## config.mk

```make
export PLATFORM = sky130hd
export DESIGN_NAME = can_fault_conf
export DESIGN_NICKNAME = d
export VERILOG_FILES = /design/src/rtl/fc_pkg.sv /design/src/rtl/fc_counter.sv /design/src/rtl/fc_state_map.sv /design/src/rtl/can_fault_conf.sv
export SDC_FILE = /design/constraint.sdc
export NUM_CORES = 1
export LEC_CHECK = 0
export ABC_CLOCK_PERIOD_IN_PS = 2700
export CELL_PAD_IN_SITES_DETAIL_PLACEMENT = 1
export CELL_PAD_IN_SITES_GLOBAL_PLACEMENT = 1
export CORE_UTILIZATION = 35
export CTS_CLUSTER_DIAMETER = 100
export CTS_CLUSTER_SIZE = 20
export DETAILED_ROUTE_END_ITERATION = 7
export GPL_TIMING_DRIVEN = 0
export PLACE_DENSITY = 0.75
export REMOVE_ABC_BUFFERS = 1
export SLEW_MARGIN = 20
export SYNTH_ARGS = -nofsm -noshare
export SYNTH_HDL_FRONTEND = slang
export SYNTH_HIERARCHICAL = 1
export SYNTH_SLANG_ARGS = --single-unit
```

## constraint.sdc

```tcl
create_clock -name clk -period 2.7 [get_ports clk]
set_clock_uncertainty 0.1 [all_clocks]
set_input_delay 0.27 -clock clk [delete_from_list [all_inputs] [get_ports clk]]
set_output_delay 0.27 -clock clk [all_outputs]
set_load 0.01 [all_outputs]
```

## src/rtl/fc_pkg.sv

```systemverilog
package fc_pkg;

  typedef enum logic [1:0] {
    FC_ACTIVE  = 2'd0,
    FC_PASSIVE = 2'd1,
    FC_BUSOFF  = 2'd2
  } fc_state_e;

  // Add with a ceiling; values are carried in 32 bits
  function automatic int unsigned sat_up(int unsigned v, int unsigned step, int unsigned ceil);
    int unsigned s;
    s = v + step;
    return (s > ceil) ? ceil : s;
  endfunction

  // Subtract with a floor of zero
  function automatic int unsigned sat_down(int unsigned v, int unsigned step);
    return (v < step) ? 0 : v - step;
  endfunction

endpackage

```

## src/rtl/fc_counter.sv

```systemverilog
module fc_counter #(
  parameter int W        = 8,
  parameter int BIG_STEP = 8
) (
  input  logic         clk,
  input  logic         rst,
  input  logic         hold,
  input  logic         up_big,
  input  logic         up_one,
  input  logic         down_one,
  output logic [W-1:0] cnt
);
  import fc_pkg::*;

  localparam int unsigned CEIL = (1 << W) - 1;

  logic [W-1:0] cnt_q;
  logic [W-1:0] cnt_d;

  always_comb begin
    cnt_d = cnt_q;
    if (!hold) begin
      if (up_big)        cnt_d = W'(sat_up(32'(cnt_q), BIG_STEP, CEIL));
      else if (up_one)   cnt_d = W'(sat_up(32'(cnt_q), 1, CEIL));
      else if (down_one) cnt_d = W'(sat_down(32'(cnt_q), 1));
    end
  end

  always_ff @(posedge clk) begin
    if (rst) cnt_q <= '0;
    else     cnt_q <= cnt_d;
  end

  assign cnt = cnt_q;
endmodule

```

## src/rtl/fc_state_map.sv

```systemverilog
module fc_state_map #(
  parameter int REC_W         = 8,
  parameter int TEC_W         = 9,
  parameter int PASSIVE_ABOVE = 127,
  parameter int BUSOFF_ABOVE  = 255
) (
  input  logic             clk,
  input  logic             rst,
  input  logic [REC_W-1:0] rec,
  input  logic [TEC_W-1:0] tec,
  output logic             busoff,
  output logic [1:0]       state,
  output logic             passive
);
  import fc_pkg::*;

  logic busoff_q;
  logic over_passive;
  fc_state_e st;

  assign busoff       = busoff_q || (32'(tec) > BUSOFF_ABOVE);
  assign over_passive = (32'(rec) > PASSIVE_ABOVE) || (32'(tec) > PASSIVE_ABOVE);

  // Terminal latch: only reset clears it
  always_ff @(posedge clk) begin
    if (rst) busoff_q <= 1'b0;
    else     busoff_q <= busoff;
  end

  always_comb begin
    if (busoff)            st = FC_BUSOFF;
    else if (over_passive) st = FC_PASSIVE;
    else                   st = FC_ACTIVE;
  end

  assign state   = st;
  assign passive = (st == FC_PASSIVE);
endmodule

```

## src/rtl/can_fault_conf.sv

```systemverilog
module can_fault_conf #(
  parameter int REC_W         = 8,
  parameter int TEC_W         = 9,
  parameter int ERR_STEP      = 8,
  parameter int PASSIVE_ABOVE = 127,
  parameter int BUSOFF_ABOVE  = 255
) (
  input  logic             clk,
  input  logic             rst,
  input  logic             ev_rx_err,
  input  logic             ev_rx_dom,
  input  logic             ev_tx_err,
  input  logic             ev_rx_ok,
  input  logic             ev_tx_ok,
  input  logic             ev_idle_seq,
  output logic [1:0]       err_state,
  output logic [REC_W-1:0] rx_err_cnt,
  output logic [TEC_W-1:0] tx_err_cnt,
  output logic             err_passive
);

  // Named internal events, brought out for the checker
  logic freeze;
  logic rx_step_big, rx_step_one, rx_step_down;
  logic tx_step_big, tx_step_down;

  assign rx_step_big  = ev_rx_dom;
  assign rx_step_one  = ev_rx_err;
  assign rx_step_down = ev_rx_ok;
  assign tx_step_big  = ev_tx_err;
  assign tx_step_down = ev_tx_ok;

  fc_counter #(.W(REC_W), .BIG_STEP(ERR_STEP)) u_rec (
    .clk(clk), .rst(rst), .hold(freeze),
    .up_big(rx_step_big), .up_one(rx_step_one), .down_one(rx_step_down),
    .cnt(rx_err_cnt)
  );

  fc_counter #(.W(TEC_W), .BIG_STEP(ERR_STEP)) u_tec (
    .clk(clk), .rst(rst), .hold(freeze),
    .up_big(tx_step_big), .up_one(1'b0), .down_one(tx_step_down),
    .cnt(tx_err_cnt)
  );

  fc_state_map #(
    .REC_W(REC_W), .TEC_W(TEC_W),
    .PASSIVE_ABOVE(PASSIVE_ABOVE), .BUSOFF_ABOVE(BUSOFF_ABOVE)
  ) u_map (
    .clk(clk), .rst(rst), .rec(rx_err_cnt), .tec(tx_err_cnt),
    .busoff(freeze), .state(err_state), .passive(err_passive)
  );

endmodule

```

* After elaboration in Yosys (flattened, before gate mapping)
Index checks and enable logic that the tools add are counted.
** Word-level totals
- Bits in registers :: 18
- Latch bits :: 0
- Bits in writable memories :: 0
- ROM bits :: 0
- Input bits :: 8
- Output and inout port bits :: 20
- Memories kept :: 0
** Operators by class
- $add $sub $neg :: 5
- $mul :: 0
- Div/mod/pow operators :: 0
- Magnitude comparators :: 8
- Eq/ne operators :: 1
- Shifts and indexed selects :: 0
- Muxes and demuxes :: 12
- Bitwise logic cells :: 1
- Reduce and logical (&&, ||, !) cells :: 6
** Operators by type and width (count)
- $mux 8 :: 6
- $mux 9 :: 4
- $gt 9x8->1 const B :: 3
- $add 9x4->10 const B :: 1
- $gt 10x9->1 const B :: 1
- $add 8x1->9 const B :: 1
- $add 8x4->9 const B :: 1
- $gt 9x7->1 const B :: 1
- $lt 9x1->1 const B :: 1
- $sub 9x1->9 const B :: 1
- $gt 8x7->1 const B :: 1
- $lt 8x1->1 const B :: 1
- $sub 8x1->8 const B :: 1
- $reduce_and 2->1 :: 2
- $reduce_bool 3->1 :: 1
- $eq 2x1->1 const B :: 1
- $logic_or 1x1->1 :: 2
- $mux 2 :: 1
- $reduce_bool 2->1 :: 1
- $mux 1 :: 1
- $not 1->1 :: 1

* Depth between registers and ports, before layout
Gate-level depths: netlist (run 1).
- Depth in word-level cells :: 5
- Depth in mapped cells :: 8
- Mapped depth without buffers :: 8

* By module
The synthesis (run 1) kept the hierarchy.
** Modules (own cells, without submodules)
- fc_counter at u_rec :: times used 1, cells each 130, area an instance 963.4 um^2
- fc_counter at u_tec :: times used 1, cells each 128, area an instance 927.1 um^2
- fc_state_map :: times used 1, cells each 7, area an instance 65.1 um^2
- can_fault_conf :: times used 1, cells each 1, area an instance 3.8 um^2

* Least setup slack after synthesis (run 1)
Ideal clock, no wire load.
- Path kind :: reg2reg
- From :: register u_rec.cnt_q[0] (netlist: u_rec/cnt[0])
- To :: register u_rec.cnt_q[7] (netlist: u_rec/cnt[7])
- Arrival time :: 2.029 ns
- Data required time :: 2.497 ns
- Setup slack :: 0.467 ns
- Cell stages (with the launch flop) :: 9
- Path buffers :: 0
- Period minus slack after synthesis :: 2.233 ns
- Path through :: dfxtp_1 > inv_1 > ha_1 > nor4b_2 > a31o_2 > nor4_1 > a21oi_1 > o211a_1 > a2111oi_2
** On the way
- Cells in the longest elaborated chain, start to end :: 5
** RTL lines
- start, declared :: line fc_counter.sv:17 : logic [W-1:0] cnt_q;
- start signal, assigned :: line fc_counter.sv:31 : else cnt_q <= cnt_d;
- $add 8x1->9, or another cell as far along :: line fc_pkg.sv:12 : s = v + step;
- $gt 9x8->1 / $mux 8 (equally long branches) :: line fc_pkg.sv:13, fc_pkg.sv:18
- $mux 8 (on tied branches) :: line fc_pkg.sv:13, fc_counter.sv:25
- $mux 8 :: line fc_counter.sv:24 : else if (up_one) cnt_d = W'(sat_up(32'(cnt_q), 1, CEIL));
- $mux 8 * :: line fc_counter.sv:23 : if (up_big) cnt_d = W'(sat_up(32'(cnt_q), BIG_STEP, CEIL));
Every way passes the cells marked *; elsewhere a longest branch is shown, timed or not. The select of a mux whose other input is x is not followed.
A chain may end at the register's enable or synchronous reset.

* Worst setup path in the final report (run 1)
- From :: register u_rec.cnt_q[0] (netlist: u_rec/cnt[0])
- To :: register u_rec.cnt_q[5] (netlist: u_rec/cnt[5])
The elaborated chain is that of the path after synthesis.

==> results of run 1 <==
==> tightest hold or removal path, stage by stage, from the launching register on <==
cell	delay, ns
dfxtp_1	0.39
a21oi_1	0.15
a311oi_1	0.06
==> metrics by stage <==
stage | total power, mW | instance area, µm² | utilization (%) | std cells | hold WS, ns
floorplan | 0.788 | 1880 | - | 253 | 0.234
global placement | 1.01 | 2230 | 42.6 | 349 | 0.517
detailed placement | 1.02 | 2230 | 42.6 | 349 | 0.527
CTS | 1.27 | 2290 | 43.6 | 353 | 0.537
global route | 1.36 | 2290 | 43.7 | 353 | 0.601
finish | 1.27 | 2290 | 43.7 | 353 | 0.539
==> cell type report <==
class | count | area (µm²)
Fill cell | 649 | 2950
Multi-Input combinational cell | 220 | 1470
Sequential cell | 18 | 362
Timing Repair Buffer | 26 | 260
Tap cell | 70 | 87.6
Inverter | 15 | 56.3
Clock buffer | 4 | 55.1
==> synth_stat cells, drive strengths merged (2+ instances only) <==
cell | number | area share (%)
nor2 | 31 | 6.8
dfxtp | 18 | 18
a21oi | 16 | 4.1
nand3 | 16 | 4.3
inv | 15 | 2.9
nand2 | 14 | 2.7
o21ai | 14 | 3.6
nor3 | 13 | 3.3
buf | 11 | 3.5
ha | 10 | 6.4
xnor2 | 10 | 4.5
a31oi | 8 | 2.6
and3 | 8 | 2.6
clkbuf | 7 | 1.3
a2111oi | 6 | 3.7
a211oi | 6 | 2.3
or2 | 6 | 2.0
nand4 | 4 | 1.3
nor4 | 4 | 1.3
o22ai | 4 | 1.3
o211ai | 3 | 1.1
o21a | 3 | 1.1
xor2 | 3 | 1.3
a221oi | 2 | 0.89
a311oi | 2 | 0.89
a31o | 2 | 0.89
and2 | 2 | 0.64
nor4b | 2 | 2.0
o31ai | 2 | 0.77
==> state kept, by name, summed over array words and instances, names as in the netlist <==
| name | count |
|---|---|
| u_tec/cnt | 9 |
| u_map/busoff_q | 1 |
| u_rec/cnt | 8 |
==> power breakdown <==
part	switching, mW	internal [mW]	leakage, nW	total, mW
Sequential	0.111	0.305	0.149	0.417
Clock	0.112	0.130	0.0288	0.242
Combinational	0.323	0.287	0.616	0.610
==> path summary, 6_finish.rpt <==
path	from	cells after the start	end	slack [ns]
max	u_rec/cnt[0]	7	u_rec/cnt[5]	0.21
min	u_rec/cnt[0]	2	u_rec/cnt[0]	0.54
max reg2reg	u_rec/cnt[0]	7	u_rec/cnt[5]	0.21
min reg2reg	u_rec/cnt[0]	2	u_rec/cnt[0]	0.54
==> per-layer routing <==
metal | wire length [µm] | GRT usage [%] | vias up
met4 | 72 | 7.31 | 0
li1 | - | - | 1022
met3 | 237 | 2.98 | 6
met1 | 2870 | 27.2 | 1037
met5 | 0 | 0 | -
met2 | 3180 | 40.3 | 37
==> timing repair <==
action                     in CTS  in global routing
setup endpoints to repair       0                  2
resized for setup               0                  1
hold endpoints to repair        0                  0
==> cell families (layout without fill, tap and decap cells) <==
group,after synthesis,after routing,share of synthesized area (%)
other,1,6,0.191
DFF,18,18,18.4
buffers and inverters,33,45,7.73
AOI/OAI and AO/OA,82,82,30.4
xor gates and xnor gates,13,13,5.81
and+or+nand+nor,109,109,31.1
adders and majority gates,10,10,6.39
==> results_dict.tcl, run 1 <==
set metrics [dict create \
    status "complete, no violations" \
    cp.arrival_ns 2.49 \
    synthToLayoutAreaGrowth_pct 16.7 \
    p_per_area_nw_per_um2 555 \
    drtIter0Drc 80 \
    path_cells "inv_1 -> ha_1 -> nor4b_2 -> a31oi_1 -> a221oi_1 -> o21a_1 -> a2111oi_2" \
    p_leak_nw 0.794 \
    ys_ff_latch 18 \
    clkSinkCount 18 \
    final-setup-viol-count 0 \
    start_kind "flip-flop" \
    min_path_type "reg2reg" \
    grt_use_total_pct 22.4 \
    finalHoldViolations 0 \
    mostFrequentLayoutCells "30 x nor2_1, 26 x clkdlybuf4s50_1, 17 x dfxtp_1" \
    drv_slew 0 \
    core_um2 5240 \
    rsz0062_at_grt "no" \
    worst_slew_pin_slew_ns 0.970 \
    fin_crit_ns 2.49 \
    netlist_area_um2 1960 \
    maxSlewHeadroom_pct 35.1 \
    syn_avg_cell_area_um2 7.37 \
    cts-root-buf "clkbuf_8" \
    cts_tree "built" \
    synth_seq_area_share_pct 18.4 \
    boundaryPins 28 \
    die_h_um 76.8 \
    die_area_um2 5900 \
    end_kind "flip-flop" \
    grt_pass1_wl_um 10600 \
    n_antenna_cell 0 \
    via_count 2102 \
    route.detailed.drc 0 \
    slowest_stage "nor4b_2" \
    grt_max_degree 20 \
    initial_utilization_pct 37.4 \
    firstDrtPassIters 4 \
    hold_buffers 0 \
    critical_path.max_stage_delay_ns 0.56 \
    synthDistinctLibCells 64 \
    drive_gt1_share_pct 8.48 \
    routed_wl_um 6360 \
    postSynthCellCount 266 \
    antenna_left 0 \
    grt_antenna_before_repair 0 \
    die_w_um 76.8 \
    synth-async-reset-ratio_pct 0 \
    path_class "reg2reg" \
    htreeDepth 1 \
    cts_buffers 3 \
    dp_slack_ns 0.177 \
    final_nets 302 \
    post_cts_buffers 0 \
    viasPerCell 5.95 \
    gp_congestion 0.807 \
    final_common_cell "nor2_1" \
    port_buffers 26 \
    synthFlopType "dfxtp_1" \
    clk_pin_slew_ns 0.08 \
    wl_per_cell_um 18.0 \
    clock_path_buffers 2 \
    crit_family "compound AO/OA/AOI/OAI gates" \
    yosys_warnings 6 \
    grt_pass1_vias 2121 \
    clk_latency_ns 0.26 \
    crit_required_ns 2.71 \
    max_cap_violations 0 \
    period_share_pct 92.1 \
    ir_worst_vdd_uv 226 \
    worstPathMaxFanout 8 \
    timing.fmax_mhz 402 \
    dp_hpwl_um 4590 \
    fin_setup_tns_ns 0 \
    synth_enable_flop_cells 0 \
    crit_buf_inv 1 \
    fp-row-count 26 \
    overflow 0 \
    timing.final.ws_setup_ns 0.214 \
]
No activity file was read; power rests on OpenSTA's default activity.
==> run 2: changes to the inputs <==
--- a/config.mk
+++ b/config.mk
@@ -5,7 +5,7 @@
 export SDC_FILE = /design/constraint.sdc
 export NUM_CORES = 1
 export LEC_CHECK = 0
-export ABC_CLOCK_PERIOD_IN_PS = 2700
+export ABC_CLOCK_PERIOD_IN_PS = 3100
 export CELL_PAD_IN_SITES_DETAIL_PLACEMENT = 1
 export CELL_PAD_IN_SITES_GLOBAL_PLACEMENT = 1
 export CORE_UTILIZATION = 35
==> constraint.sdc (replaced) <==
create_clock -name clk -period 3.1 [get_ports clk]
set_clock_uncertainty 0.1 [all_clocks]
set_input_delay 0.31 -clock clk [delete_from_list [all_inputs] [get_ports clk]]
set_output_delay 0.31 -clock clk [all_outputs]
set_load 0.01 [all_outputs]
==> run 2 against run 1 <==
Net effect:
- critical path depth is the same
- largest power group unchanged
- clock power down 13%
- final cell count is the same
- via count did not move
- first-iteration DRC count is the same
- highest routed layer unchanged
- cell area barely moved
- hold slack is the same
- non-clock buffer count unchanged
- critical endpoint is now u_rec/cnt[7]
- sequential cell count unchanged
- critical path type unchanged
- sequential power fell by 13%
==> results_dict.tcl, run 2 (same netlist as run 1, synthesis figures left out) <==
set metrics [dict create \
    clkSinkCount 18 \
    slowest_stage "dfxtp_1" \
    timing.reg2reg.setup_slack_ns 0.54 \
    drv_slew 0 \
    cts-root-buf "clkbuf_8" \
    final_common_cell "nor2_1" \
    die_h_um 76.8 \
    wl_per_cell_um 18.0 \
    boundaryPins 28 \
    viasPerCell 5.95 \
    final-setup-viol-count 0 \
    die_w_um 76.8 \
    htreeDepth 1 \
    initial_utilization_pct 37.4 \
    timing.fmax_mhz 391 \
    grt_antenna_before_repair 0 \
    fp-row-count 26 \
    hold_buffers 0 \
    routed_wl_um 6360 \
    clk_latency_ns 0.26 \
    min_path_type "reg2reg" \
    path_cells "ha_1 -> xor2_1 -> nand3_1 -> o311a_4 -> nor2_8 -> o21ai_1 -> a2111oi_2" \
    max_cap_violations 0 \
    p_leak_nw 0.793 \
    worstPathMaxFanout 11 \
    firstDrtPassIters 4 \
    worst_slew_pin_slew_ns 0.970 \
    post_cts_resized 0 \
    p_total_mw 1.10 \
    p_per_area_nw_per_um2 483 \
    final_nets 302 \
    fin_crit_ns 2.56 \
    start_kind "flip-flop" \
    end_kind "flip-flop" \
    gp_congestion 0.807 \
    drive_gt1_share_pct 8.13 \
    port_buffers 26 \
    clk_pin_slew_ns 0.08 \
    synthToLayoutAreaGrowth_pct 16.7 \
    fin_setup_tns_ns 0 \
    largest_register_ffs 9 \
    path_class "reg2reg" \
    post_cts_buffers 0 \
    drtIter0Drc 80 \
    period_share_pct 82.6 \
    timing.final.ws_setup_ns 0.540 \
    cts_tree "built" \
    antenna_left 0 \
    dp_hpwl_um 4590 \
    mostFrequentLayoutCells "30 x nor2_1, 26 x clkdlybuf4s50_1, 18 x dfxtp_1" \
    overflow 0 \
    critical_path.max_stage_delay_ns 0.60 \
    clock_path_buffers 2 \
    grt_pass1_wl_um 10600 \
    core_um2 5240 \
    via_count 2102 \
    cts_buffers 3 \
    grt_pass1_vias 2121 \
    dp_slack_ns 0.563 \
    route.detailed.drc 0 \
    maxSlewHeadroom_pct 35.1 \
    grt_max_degree 20 \
    cp.arrival_ns 2.62 \
    grt_use_total_pct 22.4 \
    ir_worst_vdd_uv 197 \
    finalHoldViolations 0 \
    crit_required_ns 3.16 \
    rsz0062_at_grt "no" \
    n_antenna_cell 0 \
    die_area_um2 5900 \
    status "complete, no violations" \
]
## run 2: power by group
group          switching (mW)  internal (mW)  leakage (nW)
Sequential             0.0969          0.265         0.149
Combinational           0.282          0.250         0.616
Clock                  0.0977          0.113        0.0288
## run 2: cell type report
class	count	area, µm²
fillers	650	2950
repair buffers	26	260
flip-flops and latches	18	360
clock buffers	4	55.1
multi-input cells	220	1470
inverters	15	56.3
well taps	70	87.6
## run 2: metrics by stage
stage | instance area [µm²] | instances | util, % | hold WS (ns)
6_report | 2290 | 353 | 43.6 | 0.539
5_1_grt | 2290 | 353 | 43.6 | 0.601
4_1_cts | 2290 | 353 | 43.6 | 0.537
3_5_place_dp | 2230 | 349 | 42.6 | 0.527
3_3_place_gp | 2230 | 349 | 42.6 | 0.517
2_1_floorplan | 1880 | 253 | - | 0.274
## run 2: final timing paths
check | start | end | depth (start not counted)
worst max-delay path | u_rec/cnt[3] | u_rec/cnt[7] | 7
worst max register to register | u_rec/cnt[3] | u_rec/cnt[7] | 7
worst min register to register | u_rec/cnt[0] | u_rec/cnt[0] | 2
worst min-delay path | u_rec/cnt[0] | u_rec/cnt[0] | 2
## run 2: metal layers
metal | wire length [µm] | GRT usage [%] | part of all wire, %
met1 | 2870 | 27.2 | 45
met2 | 3180 | 40.3 | 50
met3 | 237 | 2.98 | 3.7
met4 | 72 | 7.31 | 1.1
met5 | 0 | 0 | 0
## run 2: critical path, delay by kind of cell, from the launching register on
family | cells | cell delay [ns]
AOI/OAI and AO/OA | 3 | 0.85
adders and majority gates | 1 | 0.37
and+or+nand+nor | 2 | 0.32
xor gates and xnor gates | 1 | 0.23
DFF | 1 | 0.60
==> run 3: changes to the inputs <==
--- a/config.mk
+++ b/config.mk
@@ -5,7 +5,7 @@
 export SDC_FILE = /design/constraint.sdc
 export NUM_CORES = 1
 export LEC_CHECK = 0
-export ABC_CLOCK_PERIOD_IN_PS = 3100
+export ABC_CLOCK_PERIOD_IN_PS = 2350
 export CELL_PAD_IN_SITES_DETAIL_PLACEMENT = 1
 export CELL_PAD_IN_SITES_GLOBAL_PLACEMENT = 1
 export CORE_UTILIZATION = 35
@@ -13,7 +13,7 @@
 export CTS_CLUSTER_SIZE = 20
 export DETAILED_ROUTE_END_ITERATION = 7
 export GPL_TIMING_DRIVEN = 0
-export PLACE_DENSITY = 0.75
+export PLACE_DENSITY = 0.78
 export REMOVE_ABC_BUFFERS = 1
 export SLEW_MARGIN = 20
 export SYNTH_ARGS = -nofsm -noshare
==> constraint.sdc (replaced) <==
create_clock -name clk -period 2.35 [get_ports clk]
set_clock_uncertainty 0.1 [all_clocks]
set_input_delay 0.235 -clock clk [delete_from_list [all_inputs] [get_ports clk]]
set_output_delay 0.235 -clock clk [all_outputs]
set_load 0.01 [all_outputs]
==> run 3 against run 2 <==
Net effect:
- critical endpoint is now u_rec/cnt[1]
- critical path depth stayed put
- sequential share of layout area is essentially flat
- via count up 1.3%
- final cell count rose by 1.1%
- combinational power is 42% higher
- highest routed layer unchanged
- die area stayed put
==> results_dict.tcl, run 3 (same netlist as run 1, synthesis figures left out) <==
set metrics [dict create \
    p_per_area_nw_per_um2 637 \
    cp.arrival_ns 2.28 \
    r2r_start "u_rec/cnt[1]" \
    worstPathMaxFanout 8 \
    final_common_cell "nor2_1" \
    die_w_um 76.8 \
    fillers 662 \
    critical_path.max_stage_delay_ns 0.42 \
    clock_path_buffers 2 \
    hp-start "u_rec/cnt[0]" \
    end_kind "flip-flop" \
    hold_buffers 0 \
    clkSinkCount 18 \
    startpoint "u_rec/cnt[1]" \
    antenna_left 0 \
    seqCellArea_um2 377 \
    slowest_stage "dfxtp_2" \
    path_class "reg2reg" \
    placed_area_um2 2230 \
    critPathCapture "u_rec/cnt[1]" \
    core_um2 5240 \
    multi_input_area_um2 1520 \
    grt_pass1_vias 1970 \
    timing.final.ws_setup_ns 0.114 \
    viasPerCell 5.97 \
    mostFrequentLayoutCells "28 x nor2_1, 26 x clkdlybuf4s50_1, 16 x a21oi_1" \
    port_buffers 26 \
    timing.fmax_mhz 447 \
    boundaryPins 28 \
    p_leak_nw 0.821 \
    period_share_pct 95.1 \
    fp-row-count 26 \
    dp_slack_ns -0.190 \
    timing.reg2reg.setup_slack_ns 0.11 \
    grt_use_total_pct 21.7 \
    drive_gt1_share_pct 13.9 \
    ir_worst_vdd_uv 264 \
    firstDrtPassIters 4 \
    grt_antenna_before_repair 0 \
    largest_register_ffs 9 \
    fin_setup_tns_ns 0 \
    cts_buffers 3 \
    r2r_cells 7 \
    routed_wl_um 6390 \
    drv_slew 0 \
    reg2reg_to "u_rec/cnt[1]" \
    worst_slew_pin_slew_ns 1.02 \
    stdcell_area_um2 2380 \
    clk_pin_slew_ns 0.09 \
    route.detailed.drc 0 \
    crit_required_ns 2.39 \
    cts-root-buf "clkbuf_8" \
    finalHoldViolations 0 \
    final-setup-viol-count 0 \
    htreeDepth 1 \
    die_area_um2 5900 \
    path_cells "ha_2 -> nand2_1 -> nor3_1 -> a2bb2o_1 -> nor2_1 -> o22ai_1 -> a2111oi_1" \
    n_antenna_cell 0 \
    p_total_mw 1.52 \
    fin_crit_ns 2.24 \
    initial_utilization_pct 37.4 \
    drtIter0Drc 139 \
    overflow 0 \
    rsz0062_at_grt "no" \
    cts_tree "built" \
    final_nets 306 \
    die_h_um 76.8 \
    grt_max_degree 20 \
    max_cap_violations 0 \
    grt_pass1_wl_um 10200 \
    maxSlewHeadroom_pct 31.5 \
    start_kind "flip-flop" \
    gp_congestion 0.880 \
    clk_latency_ns 0.26 \
    via_count 2130 \
    min_path_type "reg2reg" \
    dp_hpwl_um 4450 \
    status "complete, no violations" \
    synthToLayoutAreaGrowth_pct 21.6 \
    wl_per_cell_um 17.9 \
]
## run 3: cell count changes in the layout (fill, tap and decap cells not counted), moves of 2 or more
cell | before | now
nor2_2 | 0 | 2
buf_4 | 0 | 4
nor2_1 | 30 | 28
dfxtp_2 | 0 | 4
dfxtp_1 | 18 | 11
ha_2 | 0 | 2
dfxtp_4 | 0 | 3
ha_1 | 10 | 7
## run 3: repair_timing
action | 4_1_cts | 5_1_grt
gates resized for setup | 9 | 10
gates cloned | 0 | 0
pin swaps | 0 | 1
setup endpoints to repair | 7 | 5
buffers inserted | 0 | 4
## run 3: cell type report
cell class / instances / share of cell area (%)
Timing Repair Buffer: 30 / 12.2
Inverter: 15 / 2.36
Sequential cell: 18 / 15.8
Clock buffer: 4 / 2.31
Multi-Input combinational cell: 220 / 63.7
Tap cell: 70 / 3.68
## run 3: worst min-delay path by stage
stage | to | slack [ns] | cells past startpoint
finish | u_rec/cnt[0] | 0.49 | 2
global route | u_rec/cnt[0] | 0.51 | 2
CTS | u_rec/cnt[1] | 0.50 | 2
detailed placement | u_rec/cnt[1] | 0.54 | 2
global placement | u_rec/cnt[0] | 0.52 | 2
floorplan | u_map/busoff_q | 0.20 | 1
## run 3: stage by stage
step                hold WS, ns  util, %  std cells
global route              0.514     45.5        357
floorplan                 0.199        -        253
finish                    0.495     45.5        357
global placement          0.524     42.6        349
CTS                       0.499     44.2        353
detailed placement        0.540     42.6        349
## run 3: power by group
group | switching [mW] | internal [mW] | leakage, nW | total (mW)
Combinational | 0.393 | 0.361 | 0.640 | 0.753
Sequential | 0.127 | 0.356 | 0.152 | 0.483
Clock | 0.130 | 0.149 | 0.0288 | 0.279
Total | 0.650 | 0.866 | 0.821 | 1.52
## run 3: critical path: cells and delay by family (launching register included)
| family | cells | cell delay (ns) |
|---|---|---|
| AOI/OAI and AO/OA | 3 | 0.84 |
| and+or+nand+nor | 3 | 0.49 |
| adders and majority gates | 1 | 0.25 |
| DFF | 1 | 0.42 |
## run 3: layer usage
layer	share of wire [%]	track usage (%)
met1	51	32.0
met2	43	32.9
met3	3.4	1.79
met4	2.1	6.54
met5	0	0
